--- config.mk ---
export PLATFORM = sky130hd
export DESIGN_NAME = rw_burst_seq
export DESIGN_NICKNAME = d
export VERILOG_FILES = /design/src/rtl/rw_burst_pkg.sv /design/src/rtl/rw_burst_ctrl.sv /design/src/rtl/rw_window_track.sv /design/src/rtl/rw_addr_gen.sv /design/src/rtl/rw_burst_seq.sv
export SDC_FILE = /design/constraint.sdc
export NUM_CORES = 1
export LEC_CHECK = 0
export BUFFER_PORTS_ARGS = -buffer_cell sky130_fd_sc_hd__buf_2
export CAP_MARGIN = 20
export CELL_PAD_IN_SITES_DETAIL_PLACEMENT = 0
export CELL_PAD_IN_SITES_GLOBAL_PLACEMENT = 2
export CORE_MARGIN = 2
export CORE_UTILIZATION = 23
export CTS_CLUSTER_DIAMETER = 40
export DETAILED_ROUTE_END_ITERATION = 8
export GPL_ROUTABILITY_DRIVEN = 0
export PLACE_DENSITY = 0.8
export REMOVE_ABC_BUFFERS = 1
export SETUP_SLACK_MARGIN = 0.15
export SYNTH_ARGS = -nofsm -noshare
export SYNTH_HDL_FRONTEND = slang
export SYNTH_HIERARCHICAL = 1
export SYNTH_SLANG_ARGS = --single-unit
--- constraint.sdc ---
create_clock -name clk -period 2.5 [get_ports clk]
set_input_delay 0.375 -clock clk [delete_from_list [all_inputs] [get_ports clk]]
set_output_delay 0.375 -clock clk [all_outputs]
set_load 0.005 [all_outputs]
--- src/rtl/rw_burst_pkg.sv ---
package rw_burst_pkg;

   typedef enum logic [1:0] {
      SEQ_IDLE  = 2'd0,
      SEQ_SETUP = 2'd1,
      SEQ_XFER  = 2'd2
   } seq_state_e;

   typedef enum logic {
      XDIR_TO_LOCAL  = 1'b0,
      XDIR_TO_SHARED = 1'b1
   } xfer_dir_e;

   function automatic bit is_pow2(input int unsigned v);
      return (v >= 2) && ((v & (v - 1)) == 0);
   endfunction

endpackage

--- src/rtl/rw_burst_ctrl.sv ---
module rw_burst_ctrl
   import rw_burst_pkg::*;
#(
   parameter int unsigned NUM_BANKS = 16,
   parameter int unsigned SETUP_CYC = 2,
   localparam int unsigned BANK_W   = $clog2(NUM_BANKS),
   localparam int unsigned SETUP_W  = (SETUP_CYC < 2) ? 1 : $clog2(SETUP_CYC + 1)
) (
   input  logic              clk,
   input  logic              rst_n,
   input  logic              start_i,
   output logic              accept_o,
   output logic              busy_o,
   output logic              xfer_o,
   output logic [BANK_W-1:0] beat_o,
   output logic              last_o
);

   localparam logic [BANK_W-1:0]  LAST_BEAT  = BANK_W'(NUM_BANKS - 1);
   localparam logic [SETUP_W-1:0] SETUP_LAST = SETUP_W'(SETUP_CYC - 1);

   seq_state_e         state_q, state_d;
   logic [SETUP_W-1:0] scnt_q, scnt_d;
   logic [BANK_W-1:0]  beat_q, beat_d;

   assign accept_o = start_i && (state_q == SEQ_IDLE);
   assign busy_o   = (state_q != SEQ_IDLE) || start_i;
   assign xfer_o   = (state_q == SEQ_XFER);
   assign beat_o   = beat_q;
   assign last_o   = xfer_o && (beat_q == LAST_BEAT);

   always_comb begin
      state_d = state_q;
      scnt_d  = scnt_q;
      beat_d  = beat_q;
      unique case (state_q)
         SEQ_IDLE: begin
            if (accept_o) begin
               beat_d = '0;
               if (SETUP_CYC <= 1) begin
                  state_d = SEQ_XFER;
               end else begin
                  state_d = SEQ_SETUP;
                  scnt_d  = SETUP_W'(1);
               end
            end
         end
         SEQ_SETUP: begin
            if (scnt_q == SETUP_LAST) begin
               state_d = SEQ_XFER;
               beat_d  = '0;
            end else begin
               scnt_d = scnt_q + SETUP_W'(1);
            end
         end
         SEQ_XFER: begin
            if (beat_q == LAST_BEAT) begin
               state_d = SEQ_IDLE;
               beat_d  = '0;
            end else begin
               beat_d = beat_q + BANK_W'(1);
            end
         end
         default: state_d = SEQ_IDLE;
      endcase
   end

   always_ff @(posedge clk or negedge rst_n) begin
      if (!rst_n) begin
         state_q <= SEQ_IDLE;
         scnt_q  <= '0;
         beat_q  <= '0;
      end else begin
         state_q <= state_d;
         scnt_q  <= scnt_d;
         beat_q  <= beat_d;
      end
   end

endmodule

--- src/rtl/rw_window_track.sv ---
module rw_window_track #(
   parameter int unsigned NUM_BANKS = 16,
   parameter int unsigned REQ_ID    = 0,
   localparam int unsigned BANK_W   = $clog2(NUM_BANKS)
) (
   input  logic              clk,
   input  logic              rst_n,
   input  logic              xfer_i,
   input  logic [BANK_W-1:0] beat_i,
   input  logic [BANK_W-1:0] phase_i,
   output logic [BANK_W-1:0] bank_o
);

   localparam logic [BANK_W-1:0] SLOT_OFS = BANK_W'(REQ_ID % NUM_BANKS);

   logic [BANK_W-1:0] window;
   logic [BANK_W-1:0] anchor_q;
   logic              first_beat;

   assign window     = phase_i + SLOT_OFS;
   assign first_beat = xfer_i && (beat_i == '0);
   assign bank_o     = first_beat ? window : (anchor_q + beat_i);

   always_ff @(posedge clk or negedge rst_n) begin
      if (!rst_n) begin
         anchor_q <= '0;
      end else if (first_beat) begin
         anchor_q <= window;
      end
   end

endmodule

--- src/rtl/rw_addr_gen.sv ---
module rw_addr_gen #(
   parameter int unsigned SHARED_AW   = 16,
   parameter int unsigned LOCAL_AW    = 9,
   parameter int unsigned BANK_W      = 4,
   parameter bit          LOCAL_ALIGN = 1'b1
) (
   input  logic [SHARED_AW-1:0] shared_base_i,
   input  logic [LOCAL_AW-1:0]  local_base_i,
   input  logic [BANK_W-1:0]    bank_i,
   output logic [SHARED_AW-1:0] shared_addr_o,
   output logic [LOCAL_AW-1:0]  local_addr_o
);

   logic unused_shared_low;
   assign unused_shared_low = ^shared_base_i[BANK_W-1:0];
   assign shared_addr_o     = {shared_base_i[SHARED_AW-1:BANK_W], bank_i};

   generate
      if (LOCAL_ALIGN) begin : g_local_replace
         logic unused_local_low;
         assign unused_local_low = ^local_base_i[BANK_W-1:0];
         assign local_addr_o     = {local_base_i[LOCAL_AW-1:BANK_W], bank_i};
      end else begin : g_local_offset
         assign local_addr_o = local_base_i + LOCAL_AW'(bank_i);
      end
   endgenerate

endmodule

--- src/rtl/rw_burst_seq.sv ---
module rw_burst_seq
   import rw_burst_pkg::*;
#(
   parameter int unsigned DATA_W      = 32,
   parameter int unsigned NUM_BANKS   = 16,
   parameter int unsigned SHARED_AW   = 16,
   parameter int unsigned LOCAL_AW    = 9,
   parameter int unsigned SETUP_CYC   = 2,
   parameter int unsigned REQ_ID      = 0,
   parameter bit          LOCAL_ALIGN = 1'b1,
   localparam int unsigned BANK_W     = $clog2(NUM_BANKS),
   localparam int unsigned BE_W       = DATA_W / 8
) (
   input  logic                 clk,
   input  logic                 rst_n,
   input  logic                 start_i,
   input  logic                 dir_wr_i,
   input  logic [SHARED_AW-1:0] shared_base_i,
   input  logic [LOCAL_AW-1:0]  local_base_i,
   input  logic [BANK_W-1:0]    phase_i,
   output logic                 busy_o,
   output logic                 done_o,
   output logic                 mem_req_o,
   output logic                 mem_we_o,
   output logic [BE_W-1:0]      mem_be_o,
   output logic [SHARED_AW-1:0] mem_addr_o,
   output logic [DATA_W-1:0]    mem_wdata_o,
   input  logic [DATA_W-1:0]    mem_rdata_i,
   output logic                 loc_we_o,
   output logic                 loc_re_o,
   output logic [LOCAL_AW-1:0]  loc_addr_o,
   output logic [DATA_W-1:0]    loc_wdata_o,
   input  logic [DATA_W-1:0]    loc_rdata_i
);

   // elaboration-time parameter checks
   if (!is_pow2(NUM_BANKS)) begin : g_bad_banks
      $error("NUM_BANKS must be a power of two and at least 2");
   end
   if (SETUP_CYC < 1) begin : g_bad_setup
      $error("SETUP_CYC must be at least 1");
   end
   if ((DATA_W % 8) != 0 || DATA_W < 8) begin : g_bad_data
      $error("DATA_W must be a nonzero multiple of 8");
   end
   if (SHARED_AW <= BANK_W || LOCAL_AW <= BANK_W) begin : g_bad_aw
      $error("address widths must exceed the bank index width");
   end

   logic              accept;
   logic              xfer;
   logic              last;
   logic [BANK_W-1:0] beat;
   logic [BANK_W-1:0] bank;

   xfer_dir_e            dir_q;
   logic [SHARED_AW-1:0] sbase_q;
   logic [LOCAL_AW-1:0]  lbase_q;
   logic [SHARED_AW-1:0] saddr;
   logic [LOCAL_AW-1:0]  laddr;

   rw_burst_ctrl #(
      .NUM_BANKS (NUM_BANKS),
      .SETUP_CYC (SETUP_CYC)
   ) u_ctrl (
      .clk      (clk),
      .rst_n    (rst_n),
      .start_i  (start_i),
      .accept_o (accept),
      .busy_o   (busy_o),
      .xfer_o   (xfer),
      .beat_o   (beat),
      .last_o   (last)
   );

   rw_window_track #(
      .NUM_BANKS (NUM_BANKS),
      .REQ_ID    (REQ_ID)
   ) u_window (
      .clk     (clk),
      .rst_n   (rst_n),
      .xfer_i  (xfer),
      .beat_i  (beat),
      .phase_i (phase_i),
      .bank_o  (bank)
   );

   rw_addr_gen #(
      .SHARED_AW   (SHARED_AW),
      .LOCAL_AW    (LOCAL_AW),
      .BANK_W      (BANK_W),
      .LOCAL_ALIGN (LOCAL_ALIGN)
   ) u_addr (
      .shared_base_i (sbase_q),
      .local_base_i  (lbase_q),
      .bank_i        (bank),
      .shared_addr_o (saddr),
      .local_addr_o  (laddr)
   );

   // request capture: only an accepted start loads the operands
   always_ff @(posedge clk or negedge rst_n) begin
      if (!rst_n) begin
         dir_q   <= XDIR_TO_LOCAL;
         sbase_q <= '0;
         lbase_q <= '0;
      end else if (accept) begin
         dir_q   <= xfer_dir_e'(dir_wr_i);
         sbase_q <= shared_base_i;
         lbase_q <= local_base_i;
      end
   end

   // port steering by direction
   always_comb begin
      mem_req_o   = xfer;
      mem_we_o    = 1'b0;
      mem_be_o    = '0;
      mem_addr_o  = '0;
      mem_wdata_o = '0;
      loc_we_o    = 1'b0;
      loc_re_o    = 1'b0;
      loc_addr_o  = '0;
      loc_wdata_o = '0;
      if (xfer) begin
         mem_addr_o = saddr;
         loc_addr_o = laddr;
         if (dir_q == XDIR_TO_SHARED) begin
            mem_we_o    = 1'b1;
            mem_be_o    = '1;
            loc_re_o    = 1'b1;
            mem_wdata_o = loc_rdata_i;
         end else begin
            loc_we_o    = 1'b1;
            loc_wdata_o = mem_rdata_i;
         end
      end
   end

   assign done_o = last;

endmodule

Word level (Yosys, flattened, before mapping)
Index checks and enable logic that the tools add are counted.
W data, S select, Z words.
- bits in registers: 38
- input port bits: 97
- output and inout bits: 99
- word-level logic and storage cells: 53
- add/subtract/negate cells: 3
- equality and inequality tests: 8
- muxes and demuxes: 23
- reduce and logical (&&, ||, !) cells: 12
- operators by type and width (kind ; count):
    $mux W32 ; 4
    $mux W4 ; 6
    $mux W16 ; 1
    $pmux W4 S3 ; 1
    $mux W9 ; 1
    $reduce_and A3 Y1 ; 3
    $mux W2 ; 4
    $ne A2 B2 Y1 const B ; 3
    $pmux W2 S3 ; 1
    $add A4 B1 Y4 const B ; 1
    $add A4 B4 Y4 ; 1
    $eq A2 B1 Y1 const B ; 2
    $eq A4 B4 Y1 const B ; 1
    $logic_not A4 Y1 ; 1
    $mux W1 ; 4
    $pmux W2 S2 ; 1
    $reduce_bool A2 Y1 ; 2
    $logic_and A1 B1 Y1 ; 3
    $reduce_bool A3 Y1 ; 1
    $add A2 B1 Y2 const B ; 1
    $eq A2 B2 Y1 const B ; 1
    $logic_not A2 Y1 ; 1
    $ne A2 B1 Y1 const B ; 1
    $logic_or A1 B1 Y1 ; 1

Depth between registers and ports, before layout
Gate-level depths: netlist of run 1.
- depth after elaboration: 4
- depth in mapped cells: 8
- depth with buffers taken out: 6

Modules after synthesis
The synthesis of run 1 kept the hierarchy.
- modules (own cells, without submodules) (module ; instances ; cells each ; area each (um^2) ; sequential area each (um^2)):
    rw_burst_seq ; 1 ; 168 ; 1833.0 ; 650.6
    rw_burst_ctrl ; 1 ; 45 ; 478.0 ; 200.2
    rw_window_track ; 1 ; 31 ; 345.3 ; 100.1
    rw_addr_gen ; 1 ; 25 ; 187.7 ; 0.0

Worst setup path after synthesis of run 1
OpenSTA, ideal clock, no wires.
- path type: register to output
- start point: register u_ctrl.state_q[0]
- end point: output port loc_addr_o[0]
- arrival time: 1.968 ns
- required time: 2.125 ns
- setup slack: 0.157 ns
- cell stages (with the launch flop): 9
- buffers on the path: 3
- cells stage by stage: dfrtp_1 > buf_6 > nor2b_4 > buf_6 > or4b_4 > nor2_2 > mux2_2 > buf_4 > and2_1
- word-level cells in the longest chain between the ends: 4
- ends and longest elaborated chain (what ; line ; source):
    start, declared ; rw_burst_ctrl.sv:22 ; seq_state_e state_q, state_d;
    start signal, assigned ; rw_burst_ctrl.sv:74 ; state_q <= state_d;
    $eq A2 B2 Y1 ; rw_burst_ctrl.sv:28 ; assign xfer_o = (state_q == SEQ_XFER);
    via mem_req_o ; rw_burst_seq.sv:23 ; output logic mem_req_o,
    $logic_and A1 B1 Y1 ; rw_window_track.sv:21 ; assign first_beat = xfer_i && (beat_i == '0);
    $mux W4 ; rw_window_track.sv:22 ; assign bank_o = first_beat ? window : (anchor_q + beat_i);
    via bank[0] ; rw_burst_seq.sv:54 ; logic [BANK_W-1:0] bank;
    $mux W9 ; rw_burst_seq.sv:125 ; if (xfer) begin
    end, declared ; rw_burst_seq.sv:31 ; output logic [LOCAL_AW-1:0] loc_addr_o,
The timed path passes the listed nets, and every way through them passes these cells.

Worst setup path after layout of run 1
- start point: register u_ctrl.state_q[0]
- end point: output port mem_addr_o[2]
- word-level cells in the longest chain between the ends: 4
- ends and longest elaborated chain (what ; line ; source):
    $eq A2 B2 Y1 ; rw_burst_ctrl.sv:28 ;
    $logic_and A1 B1 Y1 ; rw_window_track.sv:21 ;
    $mux W4 ; rw_window_track.sv:22 ;
    via bank[2] ; rw_burst_seq.sv:54 ;
    $mux W16 ; rw_burst_seq.sv:125 ;
    end, declared ; rw_burst_seq.sv:26 ; output logic [SHARED_AW-1:0] mem_addr_o,
The timed path passes the listed nets, and every way through them passes these cells.

==> flow_summary.json, run 1 <==
{
  "status": "finished, final reports clean",
  "period_needed_ps": 2431,
  "max_freq_ghz": 0.4113,
  "synth_warnings": 6,
  "drt-pass1-iter-count": 4,
  "n_fill_cell": 1130,
  "finalSetupTns_ps": 0,
  "rows": 38,
  "die_area_sq_um": 11830,
  "cts.htree.levels": 2,
  "antenna_found_initial": 1,
  "dieWidth_um": 108.8,
  "post-place-ws_ps": 301.3,
  "clock_path_buffers": 2,
  "cts.sinks": 30,
  "cp-startpoint": "u_ctrl/state_q[0]",
  "hold_slack_ps": 147.6,
  "final_common_cell": "buf_2",
  "track_usage_pct": 10.51,
  "rsz0062_at_grt": "true",
  "vias_per_cell": 4.255,
  "grt_pass1_vias": 2075,
  "max_stage_delay_ps": 500,
  "final-hold-violation-count": 0,
  "clkLatencyLatePin_ps": 270,
  "use_met2_pct": 18.66,
  "r2r.worst_path.cells": 6,
  "area_growth_pct": 38.32,
  "cp_slowest_cell": "or4b_4",
  "drive_gt1_share_pct": 59.95,
  "synth.avg_cell_area_sq_um": 9.975,
  "wirelength_mm": 6.934,
  "place_hpwl_mm": 5.074,
  "worstMarginPinSlew_ps": 723.1,
  "start_kind": "flip-flop",
  "worstPathArrival_ps": 2060,
  "cts_hold_buf": 0,
  "grt_pass1_wl_mm": 9.984,
  "r2r_start": "u_ctrl/state_q[0]",
  "cts_buffers": 5,
  "grt_busiest_layer": "met2",
  "num-nets-final": 510,
  "required_ps": 2120,
  "clock-root-buffer": "clkbuf_8",
  "layout_common_cells": "buf_2, and3_1, and3b_1, dfrtp_1, and2_1",
  "slew_violations": 0,
  "clkTransAtPathRegs_ps": 60,
  "cp_top_family": "simple AND/OR/NAND/NOR gates",
  "grt_max_degree": 99,
  "grt_use_met1_pct": 12.64,
  "route.vias.total": 2332,
  "port_buffers": 187,
  "die_y_um": 108.8,
  "final-setup-viol-count": 0,
  "postSynthCellCount": 253,
  "final_cell_count_no_fill": 548,
  "hp-class": "input pin to async pin",
  "slew_headroom_pct": 51.79,
  "wl_per_cell_um": 12.65,
  "cp-end-kind": "output pin",
  "synth_area_sq_um": 2524,
  "final_antenna_net_count": 0,
  "finalCritPeriodShare_pct": 97.24,
  "vdd_drop_max_mv": 0.4314,
  "ios": 196,
  "start_util_pct": 23.38,
  "finClkSkew_ps": 1.685,
  "gr-usage-met3_pct": 2.869,
  "timing.final.ws_setup_ps": 68.88,
  "overflow": 0,
  "cp_cell_sequence": "nor2b_4, or4b_4, nand2b_4, mux2_4, and2_4, buf_6",
  "rrSetupSlack_ps": 600,
  "tritoncts": "built",
  "maxCapViolCount": 0,
  "power.leakage_uw": 0.002171,
  "drc": 0,
  "p_per_area_nw_per_um2": 977.4,
  "r2r-end": "u_window/anchor_q[0]",
  "crit_fanout": 3,
  "critical_path_buf_inv_count": 1,
  "dp_cells": 533,
  "crit_type": "flip-flop to output pin",
  "core-area_sq_um": 10790,
  "drtIter0Drc": 69
}
==> through the flow <==
step	area, sq um	util, %	power [uW]
finish	3491	32.34	3412
global route	3491	32.34	3746
CTS	3425	31.73	3344
detailed placement	3298	30.56	2877
global placement	3298	30.56	2845
floorplan	2137	-	2114
==> where the power goes <==
part / switching (uW) / total (uW) / internal [uW]
Clock: 174 / 365 / 191
Sequential: 136 / 856 / 721
Combinational: 996 / 2190 / 1190
Total: 1310 / 3410 / 2110
==> metal layers <==
| metal | share of wire (%) | up-vias | wire, um |
|---|---|---|---|
| met3 | 9.1 | 4 | 632 |
| met2 | 49 | 112 | 3412 |
| li1 | - | 1144 | - |
| met1 | 41 | 1072 | 2858 |
| met5 | 0 | - | 0 |
| met4 | 0.45 | 0 | 31 |
==> sequential cells by signal, indices dropped and copies added, names as in the netlist <==
signal	flops
lbase_q	5
sbase_q	12
u_window/anchor_q	4
u_ctrl/beat_o	4
dir_q	1
u_ctrl/state_q	2
u_ctrl/scnt_q	2
==> cell type report <==
class	instances	area, sq um	share of cell area (%)
diodes	1	2.502	0.07168
clock buffers	7	76.32	2.186
inverters	7	26.28	0.7527
multi-input cells	163	1409	40.36
flip-flops and latches	30	752.0	21.54
well taps	140	175.2	5.018
repair buffers	200	1050	30.07
==> worst max path at each step <==
stage                          endpoint  cells after the start
after floorplan              lbase_q[8]                      2
after global placement    loc_addr_o[0]                      5
after detailed placement  mem_addr_o[0]                      6
after CTS                 loc_addr_o[2]                      6
after global routing      mem_addr_o[2]                      6
final                     mem_addr_o[2]                      6
==> repair_timing <==
item,in CTS,in global routing
setup buffers,5,2
pin swaps,1,1
setup endpoints to repair,6,16
resized for setup,3,10
==> worst reg2reg max path, stage by stage (launching register included) <==
cell and delay [ps]:
dfrtp_1 400, nor2b_4 120, or4b_4 500, nand2b_4 170
buf_4 150, buf_4 140, mux2_4 290
(Power assumes the default switching activity.)
==> inputs of run 2 (changes only) <==
--- a/config.mk
+++ b/config.mk
@@ -9,11 +9,13 @@
 export CAP_MARGIN = 20
 export CELL_PAD_IN_SITES_DETAIL_PLACEMENT = 0
 export CELL_PAD_IN_SITES_GLOBAL_PLACEMENT = 2
+export CORE_ASPECT_RATIO = 0.75
 export CORE_MARGIN = 2
 export CORE_UTILIZATION = 23
 export CTS_CLUSTER_DIAMETER = 40
 export DETAILED_ROUTE_END_ITERATION = 8
 export GPL_ROUTABILITY_DRIVEN = 0
+export MAX_ROUTING_LAYER = met4
 export PLACE_DENSITY = 0.8
 export REMOVE_ABC_BUFFERS = 1
 export SETUP_SLACK_MARGIN = 0.15
==> flow_summary.json, run 2 (synthesis results as in run 1) <==
{
  "largest_register_ff_count": 12,
  "reg_top3": "sbase_q x12, lbase_q x5",
  "vdd_drop_max_mv": 0.4267,
  "track_usage_pct": 10.71,
  "drc": 0,
  "num_antenna_cells": 0,
  "crit_type": "flip-flop to output pin",
  "n_fill_cell": 1171,
  "power.leakage_uw": 0.002216,
  "cts.htree.levels": 2,
  "slew_violations": 0,
  "ios": 196,
  "max_stage_delay_ps": 500,
  "drive_gt1_share_pct": 60.78,
  "cts.sinks": 30,
  "antenna_found_initial": 0,
  "drt-pass1-iter-count": 4,
  "worstMarginPinSlew_ps": 738.9,
  "rsz0062_at_grt": "true",
  "route.vias.total": 2228,
  "start_util_pct": 23.33,
  "cp_top_family": "simple AND/OR/NAND/NOR gates",
  "tritoncts": "built",
  "r2r.worst_path.cells": 8,
  "grt_max_degree": 99,
  "layout_common_cells": "buf_2, and3_1, and3b_1, dfrtp_1, and2_1",
  "post-place-ws_ps": 246.6,
  "drtIter0Drc": 79,
  "cp_slowest_cell": "or4b_4",
  "wl_per_cell_um": 12.46,
  "crit_fanout": 4,
  "r2r-end": "u_window/anchor_q[0]",
  "grt_pass1_vias": 2067,
  "overflow": 0,
  "wirelength_mm": 6.828,
  "num-nets-final": 510,
  "vias_per_cell": 4.066,
  "p_per_area_nw_per_um2": 1024,
  "worstPathArrival_ps": 2050,
  "finalSetupTns_ps": 0,
  "core-area_sq_um": 10820,
  "clkLatencyLatePin_ps": 270,
  "period_needed_ps": 2427,
  "final_antenna_net_count": 0,
  "hp-class": "input pin to async pin",
  "clkTransAtPathRegs_ps": 50,
  "regMostFlops": "sbase_q",
  "max_freq_ghz": 0.4121,
  "dieWidth_um": 125.0,
  "maxCapViolCount": 0,
  "status": "finished, final reports clean",
  "slew_headroom_pct": 50.74,
  "clock-root-buffer": "clkbuf_16",
  "report.power.total_uw": 3672,
  "required_ps": 2120,
  "rows": 33,
  "area_growth_pct": 42.09,
  "final_common_cell": "buf_2",
  "port_buffers": 187,
  "clock_path_buffers": 2,
  "start_kind": "flip-flop",
  "rrSetupSlack_ps": 380,
  "timing.final.ws_setup_ps": 73.32,
  "die_area_sq_um": 11840,
  "cp_cell_sequence": "nor2b_4, or4b_4, nand2b_4, mux2_4, and2_4, buf_6",
  "cts_buffers": 5,
  "cts_hold_buf": 0,
  "r2r_start": "u_ctrl/state_q[0]",
  "final-hold-violation-count": 0,
  "place_hpwl_mm": 5.109,
  "grt_pass1_wl_mm": 10.10,
  "critical_path_buf_inv_count": 1,
  "finClkSkew_ps": 2.380,
  "final-setup-viol-count": 0,
  "cp-end-kind": "output pin",
  "die_y_um": 94.72,
  "finalCritPeriodShare_pct": 97.07
}
==> run 2: cell types whose count changed in the layout (fill, tap and decap cells not counted), moves of 2 or more <==
cell | previous run | this run
and2_1 | 24 | 22
and2_4 | 2 | 4
buf_2 | 185 | 183
buf_4 | 12 | 10
buf_6 | 3 | 6
clkbuf_16 | 0 | 5
clkbuf_8 | 5 | 1
==> run 2: cell type report <==
cell class                      instances  area (sq um)  area share [%]
Multi-Input combinational cell        163          1406           39.22
Clock inverter                          1         5.005          0.1396
Sequential cell                        30         752.0           20.97
Inverter                                7         26.28          0.7327
Timing Repair Buffer                  200          1079           30.08
Tap cell                              140         175.2           4.885
Clock buffer                            7         142.6           3.978
==> run 2: stage by stage <==
| step | std cells | util [%] | instance area (sq um) | hold WS, ps |
|---|---|---|---|---|
| after floorplan | 200 | - | 2137 | 79.41 |
| after global placement | 534 | 30.67 | 3318 | 469.4 |
| after detailed placement | 534 | 30.67 | 3318 | 462.2 |
| after CTS | 545 | 32.41 | 3506 | 173.9 |
| after global routing | 548 | 33.15 | 3586 | 222.8 |
| final | 548 | 33.15 | 3586 | 139.3 |
==> run 2: layer usage <==
metal,GRT usage [%],routed length (um),vias up
met5,-,0,-
met4,1.667,12,0
met3,2.776,359,2
met2,16.67,3300,64
met1,14.39,3157,1018
li1,-,-,1144
==> run 2: worst max-delay path by stage <==
| stage | startpoint | end | slack (ps) | cells past startpoint |
|---|---|---|---|---|
| after global routing | u_ctrl/state_q[0] | loc_addr_o[0] | 8 | 6 |
| after global placement | u_ctrl/beat_o[0] | mem_addr_o[0] | 260 | 5 |
| after detailed placement | u_ctrl/beat_o[0] | loc_addr_o[0] | 250 | 5 |
| final | u_ctrl/state_q[0] | mem_addr_o[2] | 70 | 6 |
| after floorplan | u_ctrl/state_q[0] | lbase_q[8] | -470 | 2 |
| after CTS | u_ctrl/state_q[0] | mem_addr_o[2] | 60 | 6 |
==> run 2: repair_timing <==
action,4_1_cts,5_1_grt
pin swaps,1,1
endpoints found under the setup margin,6,14
hold endpoints to repair,0,0
setup buffers,3,3
resized for setup,5,12
==> run 2: report_power, final <==
group | switching (uW) | internal, uW | total, uW
logic | 997 | 1230 | 2230
registers | 131 | 722 | 853
clock network | 194 | 394 | 588
==> run 2: worst register-to-register path, stage by stage (launching register included) <==
cell,delay (ps)
dfrtp_1,410
nor2b_4,120
or4b_4,500
nand2b_4,190
buf_6,120
buf_4,120
buf_4,120
buf_4,130
mux2_4,290
